**config.mk**
```make
export PLATFORM = sky130hd
export DESIGN_NAME = burst_col_seq
export DESIGN_NICKNAME = d
export VERILOG_FILES = /design/src/rtl/burst_seq_pkg.sv /design/src/rtl/burst_mode_ctl.sv /design/src/rtl/burst_beat_order.sv /design/src/rtl/burst_col_seq.sv
export SDC_FILE = /design/constraint.sdc
export NUM_CORES = 1
export LEC_CHECK = 0
export BUFFER_PORTS_ARGS = -buffer_cell sky130_fd_sc_hd__buf_4
export CAP_MARGIN = 20
export CELL_PAD_IN_SITES_DETAIL_PLACEMENT = 2
export CELL_PAD_IN_SITES_GLOBAL_PLACEMENT = 2
export CORE_ASPECT_RATIO = 1.5
export CORE_MARGIN = 1.5
export CORE_UTILIZATION = 31
export DETAILED_ROUTE_END_ITERATION = 8
export PLACE_DENSITY_LB_ADDON = 0.1
export SLEW_MARGIN = 20
export SYNTH_ARGS = -nofsm -noshare
export SYNTH_HDL_FRONTEND = slang
export SYNTH_SLANG_ARGS = --single-unit
```
**constraint.sdc**
```tcl
create_clock -name clk -period 3 [get_ports clk]
set_input_delay 0.3 -clock clk [delete_from_list [all_inputs] [get_ports clk]]
set_output_delay 0.3 -clock clk [all_outputs]
set_load 0.02 [all_outputs]
```
**src/rtl/burst_seq_pkg.sv**
```systemverilog
package burst_seq_pkg;
    localparam int          BEAT_W     = 3;
    localparam logic [2:0]  LEN_CODE_4 = 3'b010;
    localparam logic [2:0]  LEN_CODE_8 = 3'b011;

    typedef struct packed {
        logic bl8;   // 1: eight beats, 0: four beats
        logic itl;   // 1: interleaved, 0: sequential
    } burst_mode_t;

    typedef struct packed {
        burst_mode_t cur;
        logic        pend_v;
        burst_mode_t pend;
        logic        err;
    } mode_state_t;
endpackage

```
**src/rtl/burst_mode_ctl.sv**
```systemverilog
module burst_mode_ctl
    import burst_seq_pkg::*;
(
    input  logic        clk,
    input  logic        rst_n,
    input  logic        mr_wr,
    input  logic [3:0]  mr_data,
    input  logic        busy,
    input  logic        burst_end,
    output burst_mode_t mode,
    output logic        mode_err
);
    mode_state_t s_d, s_q;
    logic        code_ok;
    burst_mode_t wr_mode;

    always_comb begin
        s_d         = s_q;
        s_d.err     = 1'b0;
        code_ok     = (mr_data[2:0] == LEN_CODE_4) || (mr_data[2:0] == LEN_CODE_8);
        wr_mode.bl8 = (mr_data[2:0] == LEN_CODE_8);
        wr_mode.itl = mr_data[3];
        if (mr_wr) begin
            if (code_ok) begin
                s_d.pend   = wr_mode;
                s_d.pend_v = 1'b1;
            end else begin
                s_d.err = 1'b1;
            end
        end
        // A held mode word is applied only between bursts.
        if (s_d.pend_v && (!busy || burst_end)) begin
            s_d.cur    = s_d.pend;
            s_d.pend_v = 1'b0;
        end
    end

    always_ff @(posedge clk) begin
        if (!rst_n) s_q <= '0;
        else        s_q <= s_d;
    end

    assign mode     = s_q.cur;
    assign mode_err = s_q.err;
endmodule

```
**src/rtl/burst_beat_order.sv**
```systemverilog
module burst_beat_order
    import burst_seq_pkg::*;
#(
    parameter int COL_W = 10
) (
    input  logic [COL_W-1:0]  base,
    input  logic [BEAT_W-1:0] beat,
    input  logic              itl,
    output logic [COL_W-1:0]  addr
);
    logic [1:0] low;

    // Bit 2 flips after the first nibble in both orderings; for a
    // four-beat burst the beat index never reaches 4, so it holds.
    always_comb begin
        low = itl ? (base[1:0] ^ beat[1:0]) : (base[1:0] + beat[1:0]);
    end

    assign addr[2:0] = {base[2] ^ beat[2], low};

    generate
        if (COL_W > BEAT_W) begin : g_upper
            assign addr[COL_W-1:BEAT_W] = base[COL_W-1:BEAT_W];
        end
    endgenerate
endmodule

```
**src/rtl/burst_col_seq.sv**
```systemverilog
module burst_col_seq
    import burst_seq_pkg::*;
#(
    parameter int COL_W = 10
) (
    input  logic             clk,
    input  logic             rst_n,
    input  logic             mr_wr,
    input  logic [3:0]       mr_data,
    input  logic             cmd_valid,
    input  logic [COL_W-1:0] cmd_col,
    output logic             busy,
    output logic             col_valid,
    output logic [COL_W-1:0] col_addr,
    output logic             col_last,
    output logic             mode_err,
    output logic             intr_err
);
    localparam logic [BEAT_W-1:0] LAST_BL4 = BEAT_W'(3);
    localparam logic [BEAT_W-1:0] LAST_BL8 = BEAT_W'(7);
    localparam logic [BEAT_W-1:0] HALF_BL8 = BEAT_W'(3);

    typedef struct packed {
        logic              active;
        logic [BEAT_W-1:0] beat;
        logic [COL_W-1:0]  base;
        logic              intr_err;
    } seq_state_t;

    seq_state_t  s_d, s_q;
    burst_mode_t mode;
    logic        last_beat, half_ok, take, burst_end;
    logic        cur_itl;

    burst_mode_ctl u_mode (
        .clk       (clk),
        .rst_n     (rst_n),
        .mr_wr     (mr_wr),
        .mr_data   (mr_data),
        .busy      (s_q.active),
        .burst_end (burst_end),
        .mode      (mode),
        .mode_err  (mode_err)
    );

    always_comb begin
        last_beat = s_q.active && (s_q.beat == (mode.bl8 ? LAST_BL8 : LAST_BL4));
        half_ok   = s_q.active && mode.bl8 && (s_q.beat == HALF_BL8);
        take      = cmd_valid && (!s_q.active || last_beat || half_ok);
        burst_end = last_beat || (cmd_valid && half_ok);

        s_d          = s_q;
        s_d.intr_err = cmd_valid && !take;
        if (take) begin
            s_d.active = 1'b1;
            s_d.beat   = '0;
            s_d.base   = cmd_col;
        end else if (last_beat) begin
            s_d.active = 1'b0;
            s_d.beat   = '0;
        end else if (s_q.active) begin
            s_d.beat = s_q.beat + 1'b1;
        end
    end

    always_ff @(posedge clk) begin
        if (!rst_n) s_q <= '0;
        else        s_q <= s_d;
    end

    burst_beat_order #(.COL_W(COL_W)) u_order (
        .base (s_q.base),
        .beat (s_q.beat),
        .itl  (mode.itl),
        .addr (col_addr)
    );

    assign cur_itl   = mode.itl;
    assign busy      = s_q.active;
    assign col_valid = s_q.active;
    assign col_last  = last_beat;
    assign intr_err  = s_q.intr_err;
endmodule

```
# Word-level counts from Yosys, hierarchy flattened
# Cells that the tools add are included.
# W data, S select, Z words.
# word_totals
inputBits	18
memories	0
register_bits	21
mem_bits_rw	0
mem_bits_ro	0
latchBits	0
# classes
reduce_logical	18
magnitude_cmp	0
n_div	0
n_mul	0
eq_ne	4
n_addsub	2
shifts	0
bitwise_logic	3
muxes	9
# op_table
operator	n
$mux W3	4
$eq A3 B2 Y1 const B	3
$mux W4	2
$logic_and A1 B1 Y1	7
$logic_or A1 B1 Y1	5
$add A3 B1 Y3 const B	1
$eq A3 B3 Y1	1
$reduce_or A3 Y1	1
$add A2 B2 Y2	1
$logic_not A1 Y1	2
$mux W1	2
$mux W2	1
$reduce_and A2 Y1	1
$reduce_bool A2 Y1	1
$reduce_or A2 Y1	1
$xor A2 B2 Y2	1
$not A1 Y1	1
$xor A1 B1 Y1	1

# Depth between registers and ports, before layout
# Gate-level depths: netlist (run 1).
# logic_depth
word_depth	8
mapped_depth	8

# Hierarchy
# A second synthesis (run 1) with hierarchy kept.
# hier_totals
hier_cells	117
area_unflattened_um2	1107.3
# modules_own_cells
module	area_each_um2	seq_area_each_um2	instances	cells_per_inst
burst_col_seq	710.7	300.3	1	74
burst_mode_ctl	299.0	120.1	1	31
burst_beat_order	97.6	0.0	1	12

# Worst setup path after synthesis (run 1)
# No wires, ideal clock.
# synth_path
path_kind	flip-flop to flip-flop
from	reg s_q[12] (netlist name)
to	reg u_mode.s_q, in the netlist u_mode.mode[0]
setup_time_ns	0.121
path_buffers	0
path_stages_with_launch	7
synth_period_minus_slack_ns	1.636
path_slack_ns	1.364
arrival_ns	1.515
path_cell_list	dfxtp_1 -> ha_1 -> ha_1 -> a22o_1 -> nand2_1 -> a31oi_1 -> mux2_2
# synth_via
elab_chain_len	6
word_cells_on_any_way	8
cone_classes	eq/ne: 2; reduce/logical: 6
# synth_lines
item	line_no	source
start: declaration	burst_col_seq.sv:30	seq_state_t s_d, s_q;
start signal: assignment	burst_col_seq.sv:67	if (!rst_n) s_q <= '0;
start signal: assignment	burst_col_seq.sv:68	else s_q <= s_d;
$eq A3 B2 Y1	burst_col_seq.sv:48	half_ok = s_q.active && mode.bl8 && (s_q.beat == HALF_BL8);
$logic_and A1 B1 Y1	burst_col_seq.sv:48	
$logic_and A1 B1 Y1	burst_col_seq.sv:50	burst_end = last_beat || (cmd_valid && half_ok);
$logic_or A1 B1 Y1 (*)	burst_col_seq.sv:50	
$logic_or A1 B1 Y1 (*)	burst_mode_ctl.sv:32	if (s_d.pend_v && (!busy || burst_end)) begin
$logic_and A1 B1 Y1 (*)	burst_mode_ctl.sv:32	
end signal: assignment	burst_mode_ctl.sv:39	if (!rst_n) s_q <= '0;
end signal: assignment	burst_mode_ctl.sv:40	else s_q <= s_d;
end: declaration	burst_mode_ctl.sv:13	mode_state_t s_d, s_q;
# Mark *: on every way between the ends. The rest lies on a longest branch, timed or not.
# A chain may end at the register's enable or synchronous reset.

# Worst setup path after layout (run 1)
# layout_path
from	reg s_q[12] (netlist name)
to	reg s_q[10] (netlist name)
# layout_via
elab_chain_len	5
word_cells_on_any_way	7
cone_classes	eq/ne: 2; reduce/logical: 5
# layout_lines
item	line_no	source
$eq A3 B3 Y1	burst_col_seq.sv:47	last_beat = s_q.active && (s_q.beat == (mode.bl8 ? LAST_BL8 : LAST_BL4));
$logic_and A1 B1 Y1	burst_col_seq.sv:47	
$logic_or A1 B1 Y1	burst_col_seq.sv:49	take = cmd_valid && (!s_q.active || last_beat || half_ok);
$logic_or A1 B1 Y1 (*)	burst_col_seq.sv:49	
$logic_and A1 B1 Y1 (*)	burst_col_seq.sv:49	
# Marked as above.

==> results.py, run 1 <==
metrics = {
    "status": {
        "status": "complete, no violations",
    },
    "synthesis": {
        "synth_seq_cells": 21,
        "async_flop_share_pct": 0,
        "synth_area_mm2": 0.001038,
        "ys_types": 30,
        "synth_top_area_share_pct": 40.48,
        "synth.area.top_cells": "dfxtp_1 (40%), mux2i_1 (13%), nand2_1 (9.8%)",
        "yosysTopAreaCell": "dfxtp_1",
        "synthTopCellsByCount": "nand2_1 (27), dfxtp_1 (21), mux2i_1 (13), buf_4 (8), nor2b_1 (4)",
        "syn_nets": 131,
        "synthMostInstantiatedCell": "nand2_1",
        "synth_edf_count": 0,
        "syn_area_per_cell_um2": 9.441,
        "netlist_instances": 110,
        "ys.flop_type": "dfxtp_1",
        "yosysSeqAreaShare_pct": 40.48,
        "yosys_warnings": 0,
    },
    "sta": {
        "hold_violations": 0,
        "worst_clock_skew_ns": 0.001419,
        "finalSetupViolCount": 0,
        "max_freq_ghz": 0.5082,
        "rsz0062_at_grt": "no",
        "period_share_pct": 65.60,
        "max-slew-margin-rel_pct": 61.54,
        "tns_ns": 0,
        "worstMarginPinSlew_ns": 0.5769,
        "period_minus_slack_ns": 1.968,
        "slew_violations": 0,
    },
    "floorplan": {
        "start_util_pct": 32.55,
        "dieWidth_um": 50.26,
        "io_pins": 33,
        "die-area_mm2": 0.003713,
        "fp-row-count": 25,
        "coreArea_mm2": 0.003191,
        "die_h_um": 73.89,
    },
    "placed_design": {
        "place.gp.congestion": 0.7462,
        "portBuffers": 32,
        "dpl.hpwl_mm": 1.813,
    },
    "route": {
        "vias": 808,
        "route.detailed.drc": 0,
        "drtAntennaViolNets": 0,
        "drt_wl_total_mm": 2.362,
        "drt-initial-drc-count": 19,
        "vias_per_cell": 4.698,
        "dr.pass1.iters": 4,
        "wl_per_cell_um": 13.73,
    },
    "power_and_ir_drop": {
        "power_switching_uw": 161.4,
        "p_seq_share_pct": 50.7,
        "swShare_pct": 26.89,
        "internal-power_uw": 438.8,
        "combPwrFrac_pct": 17.6,
        "p_per_area_mw_per_mm2": 468.0,
        "leakagePower_nw": 0.5961,
        "power.total_uw": 600.2,
        "pwr-share-clk_pct": 31.7,
        "vdd_drop_max_mv": 0.1835,
    },
    "final_layout": {
        "synthToLayoutAreaGrowth_pct": 23.49,
        "finalNetCount": 154,
        "layout-drive-gt1-share_pct": 32.58,
        "antenna_cells": 0,
    },
    "clock_network": {
        "htreeDepth": 1,
        "cts_max_path_buffers": 2,
        "cts_made_buffers": 3,
        "clk_pin_slew_ns": 0.08,
        "cts_tree": "yes",
        "post_cts_resized": 0,
        "worstSkewPairLatency_ns": 0.26,
        "post_cts_buffers": 0,
        "clock-sinks": 21,
        "cts_hold_buf": 0,
        "cts_root_buffer": "clkbuf_8",
    },
    "global_routing": {
        "grt-ovfl-total": 0,
        "groute.usage.overall_pct": 13.89,
        "grt_pass1_wl_mm": 3.788,
        "first_global_vias": 811,
        "grt_max_degree": 32,
        "antenna_found_initial": 0,
    },
    "worst_hold_path": {
        "hold_depth": 2,
        "min_to": "u_mode.mode_err",
        "hold_path_class": "primary input to register",
        "hold_start": "mr_data[1]",
    },
    "critical_path": {
        "path_cells": "ha_1 -> ha_1 -> a21o_1 -> nand2_1 -> a31oi_4 -> mux2i_1",
        "rr_worst_depth": 6,
        "r2r_slack_ns": 1.03,
        "worstSetupStartpointType": "register",
        "reg2reg_from": "s_q[12]",
        "critPathKind": "register to register",
        "path_max_fanout": 13,
        "endpoint_kind": "register",
        "reg2reg_to": "s_q[10]",
        "worstPathRequired_ns": 3.19,
        "cp-startpoint": "s_q[12]",
        "critPathArrivalTime_ns": 2.15,
        "slowest_stage": "a31oi_4",
        "critPathMaxStageDelay_ns": 0.53,
        "critPathMostFrequentCell": "ha_1",
    },
    "flow_run": {
        "cap_violations": 0,
    },
}
==> placed cells by master (no fill, tap or decap) <==
cell / instances
mux2_2: 3
clkbuf_8: 3
nand3b_1: 1
a21o_1: 1
a22o_1: 1
buf_4: 32
and2_2: 1
a21oi_1: 1
a21bo_1: 1
xnor2_1: 3
mux2i_1: 13
clkinv_2: 1
a21boi_0: 1
o21ai_0: 1
inv_1: 3
a211oi_1: 1
nand2_1: 27
and3_2: 1
a31oi_1: 1
nor3b_2: 1
xor2_1: 1
ha_1: 3
a31oi_4: 1
nor2_1: 1
nor4bb_1: 1
and2_1: 1
nor4b_1: 2
nor2b_1: 4
dfxtp_1: 21
==> metrics by stage <==
stage	worst slack [ns]	instance area (µm²)	hold WS, ns	utilization (%)	instances
detailed placement	1.003	1236	0.4503	38.75	168
global route	0.8712	1282	0.2037	40.20	172
CTS	0.9835	1282	0.1933	40.20	172
finish	1.032	1282	0.2040	40.20	172
global placement	1.167	1236	0.4455	38.75	168
floorplan	1.364	1039	0.3870	-	110
==> sequential cells by signal (all words and copies together), names as in the netlist <==
signal	flops
s_q	13
u_mode.s_q	3
u_mode.mode	2
busy	1
intr_err	1
u_mode.mode_err	1
==> power by group through the flow <==
stage | logic, mW | registers [mW] | clock network, mW
after detailed placement | 0.108 | 0.312 | 0
after global routing | 0.115 | 0.307 | 0.211
after global placement | 0.105 | 0.310 | 0
after CTS | 0.108 | 0.305 | 0.203
final | 0.106 | 0.304 | 0.190
after floorplan | 0.0741 | 0.308 | 0
==> routing by layer <==
| layer | up-vias | GRT usage (%) | routed length [µm] |
|---|---|---|---|
| li1 | 400 | - | - |
| met1 | 383 | 14.57 | 906 |
| met2 | 20 | 25.58 | 1311 |
| met3 | 5 | 2.033 | 93 |
| met4 | 0 | 8.333 | 51 |
| met5 | - | 0 | 0 |
==> worst max-delay path by stage <==
stage	cells after the start	endpoint
final	6	s_q[10]
after global placement	6	s_q[8]
after CTS	6	s_q[10]
after detailed placement	6	s_q[10]
after global routing	6	s_q[10]
after floorplan	6	u_mode.mode[0]
==> cell type report <==
cell class | instances | area, µm²
Tap cell | 40 | 50.05
Multi-Input combinational cell | 72 | 514.2
Clock buffer | 3 | 41.29
Timing Repair Buffer | 32 | 240.2
Clock inverter | 1 | 5.005
Sequential cell | 21 | 420.4
Fill cell | 374 | 1908
Inverter | 3 | 11.26
==> logic make-up (layout without fill, tap and decap cells) <==
| logic type | Yosys count | after routing | share of synthesized area (%) |
|---|---|---|---|
| buf+inv | 17 | 39 | 10.00 |
| mux | 16 | 16 | 15.78 |
| simple gates | 40 | 40 | 19.16 |
| xor+xnor | 4 | 4 | 3.374 |
| flops | 21 | 21 | 40.48 |
| fa+ha+maj | 3 | 3 | 3.615 |
| compound gates | 9 | 9 | 7.591 |
==> worst max-delay path, delay by kind of cell (launching register included) <==
family / cells / cell delay, ns
compound gates: 2 / 0.63
fa+ha+maj: 2 / 0.53
flops: 1 / 0.38
mux: 1 / 0.28
simple gates: 1 / 0.08
(Power assumes the default switching activity.)
==> inputs of run 2 (changes only) <==
--- a/config.mk
+++ b/config.mk
@@ -11,7 +11,7 @@
 export CELL_PAD_IN_SITES_GLOBAL_PLACEMENT = 2
 export CORE_ASPECT_RATIO = 1.5
 export CORE_MARGIN = 1.5
-export CORE_UTILIZATION = 31
+export CORE_UTILIZATION = 26
 export DETAILED_ROUTE_END_ITERATION = 8
 export PLACE_DENSITY_LB_ADDON = 0.1
 export SLEW_MARGIN = 20
==> constraint.sdc (replaced) <==
create_clock -name clk -period 1.6 [get_ports clk]
set_input_delay 0.16 -clock clk [delete_from_list [all_inputs] [get_ports clk]]
set_output_delay 0.16 -clock clk [all_outputs]
set_load 0.02 [all_outputs]
==> results.py, run 2 (synthesis gave the netlist of run 1 again) <==
metrics = {
    "sta": {
        "slew_violations": 0,
        "worstMarginPinSlew_ns": 0.2959,
        "worst_clock_skew_ns": 0.001341,
        "rsz0062_at_grt": "yes",
        "period_share_pct": 95.39,
        "max_freq_ghz": 0.6552,
        "period_minus_slack_ns": 1.526,
        "finalSetupViolCount": 0,
        "whs_ns": 0.06450,
        "tns_ns": 0,
        "hold_violations": 0,
        "finalWorstSetupSlack_ns": 0.07372,
        "max-slew-margin-rel_pct": 80.27,
    },
    "critical_path": {
        "path_max_fanout": 2,
        "worstSetupStartpointType": "register",
        "critPathKind": "register to output pin",
        "critPathArrivalTime_ns": 1.37,
        "endpoint_kind": "output pin",
        "worstPathRequired_ns": 1.44,
    },
    "floorplan": {
        "io_pins": 33,
        "start_util_pct": 26.71,
        "fp-row-count": 28,
        "die-area_mm2": 0.004390,
        "dieWidth_um": 54.60,
        "coreArea_mm2": 0.003889,
        "die_h_um": 80.41,
    },
    "clock_network": {
        "worstSkewPairLatency_ns": 0.26,
        "cts_root_buffer": "clkbuf_8",
        "htreeDepth": 1,
        "post_cts_buffers": 0,
        "cts_made_buffers": 3,
        "cts_tree": "yes",
        "clk_pin_slew_ns": 0.08,
        "clock-sinks": 21,
        "cts_max_path_buffers": 2,
    },
    "global_routing": {
        "antenna_found_initial": 0,
        "grt_max_degree": 32,
        "first_global_vias": 858,
        "grt_pass1_wl_mm": 4.050,
        "grt-ovfl-total": 0,
        "groute.usage.overall_pct": 12.94,
    },
    "placed_design": {
        "place.gp.congestion": 0.8067,
        "pre_cts_slack_ns": -0.03357,
        "dpl.hpwl_mm": 1.815,
        "portBuffers": 32,
    },
    "power_and_ir_drop": {
        "power.total_mw": 1.156,
        "leakagePower_nw": 0.6382,
        "vdd_drop_max_mv": 0.4248,
        "p_per_area_mw_per_mm2": 826.5,
    },
    "final_layout": {
        "multi_input_area_um2": 548.0,
        "fin_util_pct": 35.97,
        "seqCellArea_um2": 424.2,
        "final_common_cell": "buf_4",
        "largest-register": "s_q",
        "finalNetCount": 161,
        "synthToLayoutAreaGrowth_pct": 34.70,
        "final_cell_mix": "buf_4 (36), nand2_1 (26), dfxtp_1 (18), mux2i_1 (13), nor2b_1 (4)",
        "nFillCells": 438,
        "layout-drive-gt1-share_pct": 41.01,
        "antenna_cells": 0,
        "largest_reg_flops": 13,
    },
    "route": {
        "route.detailed.drc": 0,
        "wl_per_cell_um": 13.55,
        "drt_wl_total_mm": 2.493,
        "dr.pass1.iters": 2,
        "drtAntennaViolNets": 0,
        "vias": 850,
        "vias_per_cell": 4.620,
        "drt-initial-drc-count": 9,
    },
    "status": {
        "status": "complete, no violations",
    },
    "flow_run": {
        "cap_violations": 0,
    },
    "worst_hold_path": {
        "hold_path_class": "primary input to register",
    },
}
[run 2: cell count changes in the layout (fill, tap and decap cells not counted)]
cell / previous run / this run
nand2_2: 0 / 1
a31oi_2: 0 / 1
dfxtp_1: 21 / 18
nand2_1: 27 / 26
buf_12: 0 / 1
ha_1: 3 / 1
buf_4: 32 / 36
ha_4: 0 / 2
dfxtp_2: 0 / 3
a31oi_1: 1 / 0
buf_6: 0 / 2
[run 2: repair_timing]
| action | CTS | global route |
|---|---|---|
| gates cloned | 0 | 0 |
| pin swaps | 1 | 2 |
| hold buffers | 0 | 0 |
| gates resized for setup | 5 | 5 |
| endpoints found under the setup margin | 12 | 16 |
[run 2: final cells by class]
type,count,area share [%]
multi-input cells,72,39.18
clock inverters,1,0.3578
clock buffers,3,2.952
inverters,3,0.8050
flip-flops and latches,21,30.32
repair buffers,39,22.36
well taps,45,4.025
[run 2: worst max-delay path, stage by stage, from the launching register on]
cell and delay, ns:
dfxtp_2 0.34, buf_4 0.14, ha_1 0.17, nor2b_1 0.13
xnor2_1 0.15, buf_4 0.17
[run 2: metal layers]
layer  track usage [%]  part of all wire [%]  vias up
met5                 0                     0        -
met4             6.750                   1.6        0
met3             2.230                   3.8        4
met2             22.62                    57       19
met1             14.04                    38      414
li1                  -                     -      413
[run 2: per-stage QoR]
| step | std cells | instance area, µm² |
|---|---|---|
| floorplan | 110 | 1041 |
| global placement | 180 | 1310 |
| detailed placement | 180 | 1310 |
| CTS | 184 | 1371 |
| global route | 184 | 1399 |
| finish | 184 | 1399 |
[run 2: final timing paths]
check | startpoint | end | slack (ns) | depth (start not counted)
worst min-delay path | mr_data[1] | u_mode.mode_err | 0.06 | 2
worst max-delay path | s_q[11] | col_addr[1] | 0.07 | 5
worst min register to register | s_q[7] | s_q[7] | 0.46 | 2
worst max register to register | s_q[11] | s_q[7] | 0.07 | 7
[run 2: power breakdown]
group	switching (mW)	total, mW	internal (mW)
registers	0.0209	0.571	0.550
clock network	0.189	0.363	0.174
logic	0.106	0.223	0.117
==> inputs of run 3 (changes only) <==
--- a/config.mk
+++ b/config.mk
@@ -7,13 +7,11 @@
 export LEC_CHECK = 0
 export BUFFER_PORTS_ARGS = -buffer_cell sky130_fd_sc_hd__buf_4
 export CAP_MARGIN = 20
-export CELL_PAD_IN_SITES_DETAIL_PLACEMENT = 2
-export CELL_PAD_IN_SITES_GLOBAL_PLACEMENT = 2
 export CORE_ASPECT_RATIO = 1.5
-export CORE_MARGIN = 1.5
-export CORE_UTILIZATION = 26
+export CORE_MARGIN = 5
+export CORE_UTILIZATION = 44
 export DETAILED_ROUTE_END_ITERATION = 8
-export PLACE_DENSITY_LB_ADDON = 0.1
+export PLACE_DENSITY = 0.73
 export SLEW_MARGIN = 20
 export SYNTH_ARGS = -nofsm -noshare
 export SYNTH_HDL_FRONTEND = slang
==> results.py, run 3 (synthesis gave the netlist of run 1 again) <==
metrics = {
    "status": {
        "status": "complete, no violations",
    },
    "clock_network": {
        "cts_tree": "yes",
        "cts_hold_buf": 0,
        "worstSkewPairLatency_ns": 0.30,
        "cts_made_buffers": 3,
        "clock-sinks": 21,
        "cts_max_path_buffers": 2,
        "cts_root_buffer": "clkbuf_4",
        "clk_pin_slew_ns": 0.11,
        "post_cts_buffers": 0,
        "htreeDepth": 1,
    },
    "power_and_ir_drop": {
        "leakagePower_nw": 0.6290,
        "combPwrFrac_pct": 21.0,
        "swShare_pct": 26.71,
        "p_seq_share_pct": 54.8,
        "p_per_area_mw_per_mm2": 762.2,
        "pwr-share-clk_pct": 24.2,
        "power_switching_uw": 278.4,
        "internal-power_uw": 764.0,
        "vdd_drop_max_mv": 0.5026,
    },
    "sta": {
        "worstMarginPinSlew_ns": 0.2778,
        "period_minus_slack_ns": 1.533,
        "hold_violations": 0,
        "max_freq_ghz": 0.6524,
        "period_share_pct": 95.79,
        "worst_clock_skew_ns": 0.001424,
        "rsz0062_at_grt": "yes",
        "finalSetupViolCount": 0,
        "max-slew-margin-rel_pct": 81.22,
        "slew_violations": 0,
    },
    "critical_path": {
        "reg2reg_from": "s_q[11]",
        "slowest_stage": "dfxtp_2",
        "critPathArrivalTime_ns": 1.37,
        "worstSetupStartpointType": "register",
        "critPathTopFamily": "flip-flops",
        "cp-startpoint": "s_q[11]",
        "endpoint_kind": "output pin",
        "path_max_fanout": 2,
        "critPathMostFrequentCell": "buf_4",
        "critical_path_buf_inv_count": 2,
        "worstPathRequired_ns": 1.44,
        "r2r_slack_ns": 0.07,
        "critPathKind": "register to output pin",
        "critPathMaxStageDelay_ns": 0.35,
        "path_cells": "buf_4 -> ha_2 -> nor2b_4 -> xnor2_2 -> buf_4",
    },
    "worst_hold_path": {
        "hold_start": "mr_data[1]",
        "hold_path_class": "primary input to register",
    },
    "final_layout": {
        "final_common_cell": "buf_4",
        "fin_util_pct": 60.52,
        "layout-drive-gt1-share_pct": 42.75,
        "finalNetCount": 160,
        "largest-register": "s_q",
        "synthToLayoutAreaGrowth_pct": 31.69,
        "final_cell_mix": "buf_4 (36), nand2_1 (26), dfxtp_1 (17), mux2i_1 (13), dfxtp_2 (4)",
        "antenna_cells": 0,
        "largest_reg_flops": 13,
        "stdcell_area_mm2": 0.001368,
    },
    "floorplan": {
        "fp-row-count": 21,
        "start_util_pct": 45.96,
        "die-area_mm2": 0.003452,
        "io_pins": 33,
        "dieWidth_um": 49.67,
        "coreArea_mm2": 0.002260,
        "die_h_um": 69.50,
    },
    "global_routing": {
        "grt_pass1_wl_mm": 3.650,
        "grt-ovfl-total": 0,
        "groute.usage.overall_pct": 13.15,
        "grt_max_degree": 32,
        "first_global_vias": 880,
        "antenna_found_initial": 0,
    },
    "route": {
        "highest_layer": "met4",
        "wl_met3_um": 169,
        "drt-met1-wl_um": 749,
        "drtAntennaViolNets": 0,
        "drt-initial-drc-count": 11,
        "wl_met2_mm": 1.110,
        "route.detailed.drc": 0,
        "vias_per_cell": 5.019,
        "wl_per_cell_um": 12.71,
        "dr.pass1.iters": 4,
        "vias": 808,
        "drt_wl_total_mm": 2.047,
    },
    "placed_design": {
        "portBuffers": 32,
        "place.gp.congestion": 0.7596,
        "dpl.hpwl_mm": 1.543,
        "placed_cell_area_mm2": 0.001275,
    },
    "flow_run": {
        "cap_violations": 0,
    },
}
==> run 3: routing by layer <==
metal | vias up | track usage (%)
met4 | 0 | 6.997
met2 | 26 | 24.36
li1 | 415 | -
met3 | 2 | 4.086
met5 | - | 0
met1 | 365 | 12.11
==> run 3: worst paths after layout <==
check / end / cells past startpoint
max: col_addr[1] / 5
min: u_mode.mode_err / 2
max reg2reg: s_q[6] / 7
min reg2reg: s_q[10] / 2
==> run 3: power groups by stage <==
stage	Sequential [mW]	Clock, mW	Combinational [mW]
after global routing	0.575	0.298	0.241
after floorplan	0.577	0	0.139
after CTS	0.569	0.274	0.217
after detailed placement	0.580	0	0.216
final	0.571	0.252	0.219
after global placement	0.579	0	0.211
==> run 3: layout make-up <==
| cell class | instances | area, µm² |
|---|---|---|
| Fill cell | 193 | 892.1 |
| Multi-Input combinational cell | 72 | 574.3 |
| Sequential cell | 21 | 425.4 |
| Timing Repair Buffer | 38 | 301.5 |
| Tap cell | 23 | 28.78 |
| Clock buffer | 4 | 26.28 |
| Inverter | 3 | 11.26 |
==> run 3: per-stage QoR <==
stage | setup TNS [ns] | hold slack, ns | power (mW) | std cells | setup slack (ns)
3_3_place_gp | 0 | 0.3447 | 0.7904 | 157 | 0.06256
2_1_floorplan | 0 | 0.2470 | 0.7160 | 110 | 0.02303
4_1_cts | -0.007664 | 0.01135 | 1.059 | 161 | -0.004172
3_5_place_dp | -0.04736 | 0.3496 | 0.7960 | 157 | -0.02903
6_report | 0 | 0.02234 | 1.042 | 161 | 0.06729
5_1_grt | -0.04410 | 0.005305 | 1.114 | 161 | -0.02211
==> run 3: timing repair <==
item | in CTS | in global routing
endpoints found under the setup margin | 13 | 17
pin swaps | 1 | 2
resized for setup | 2 | 13
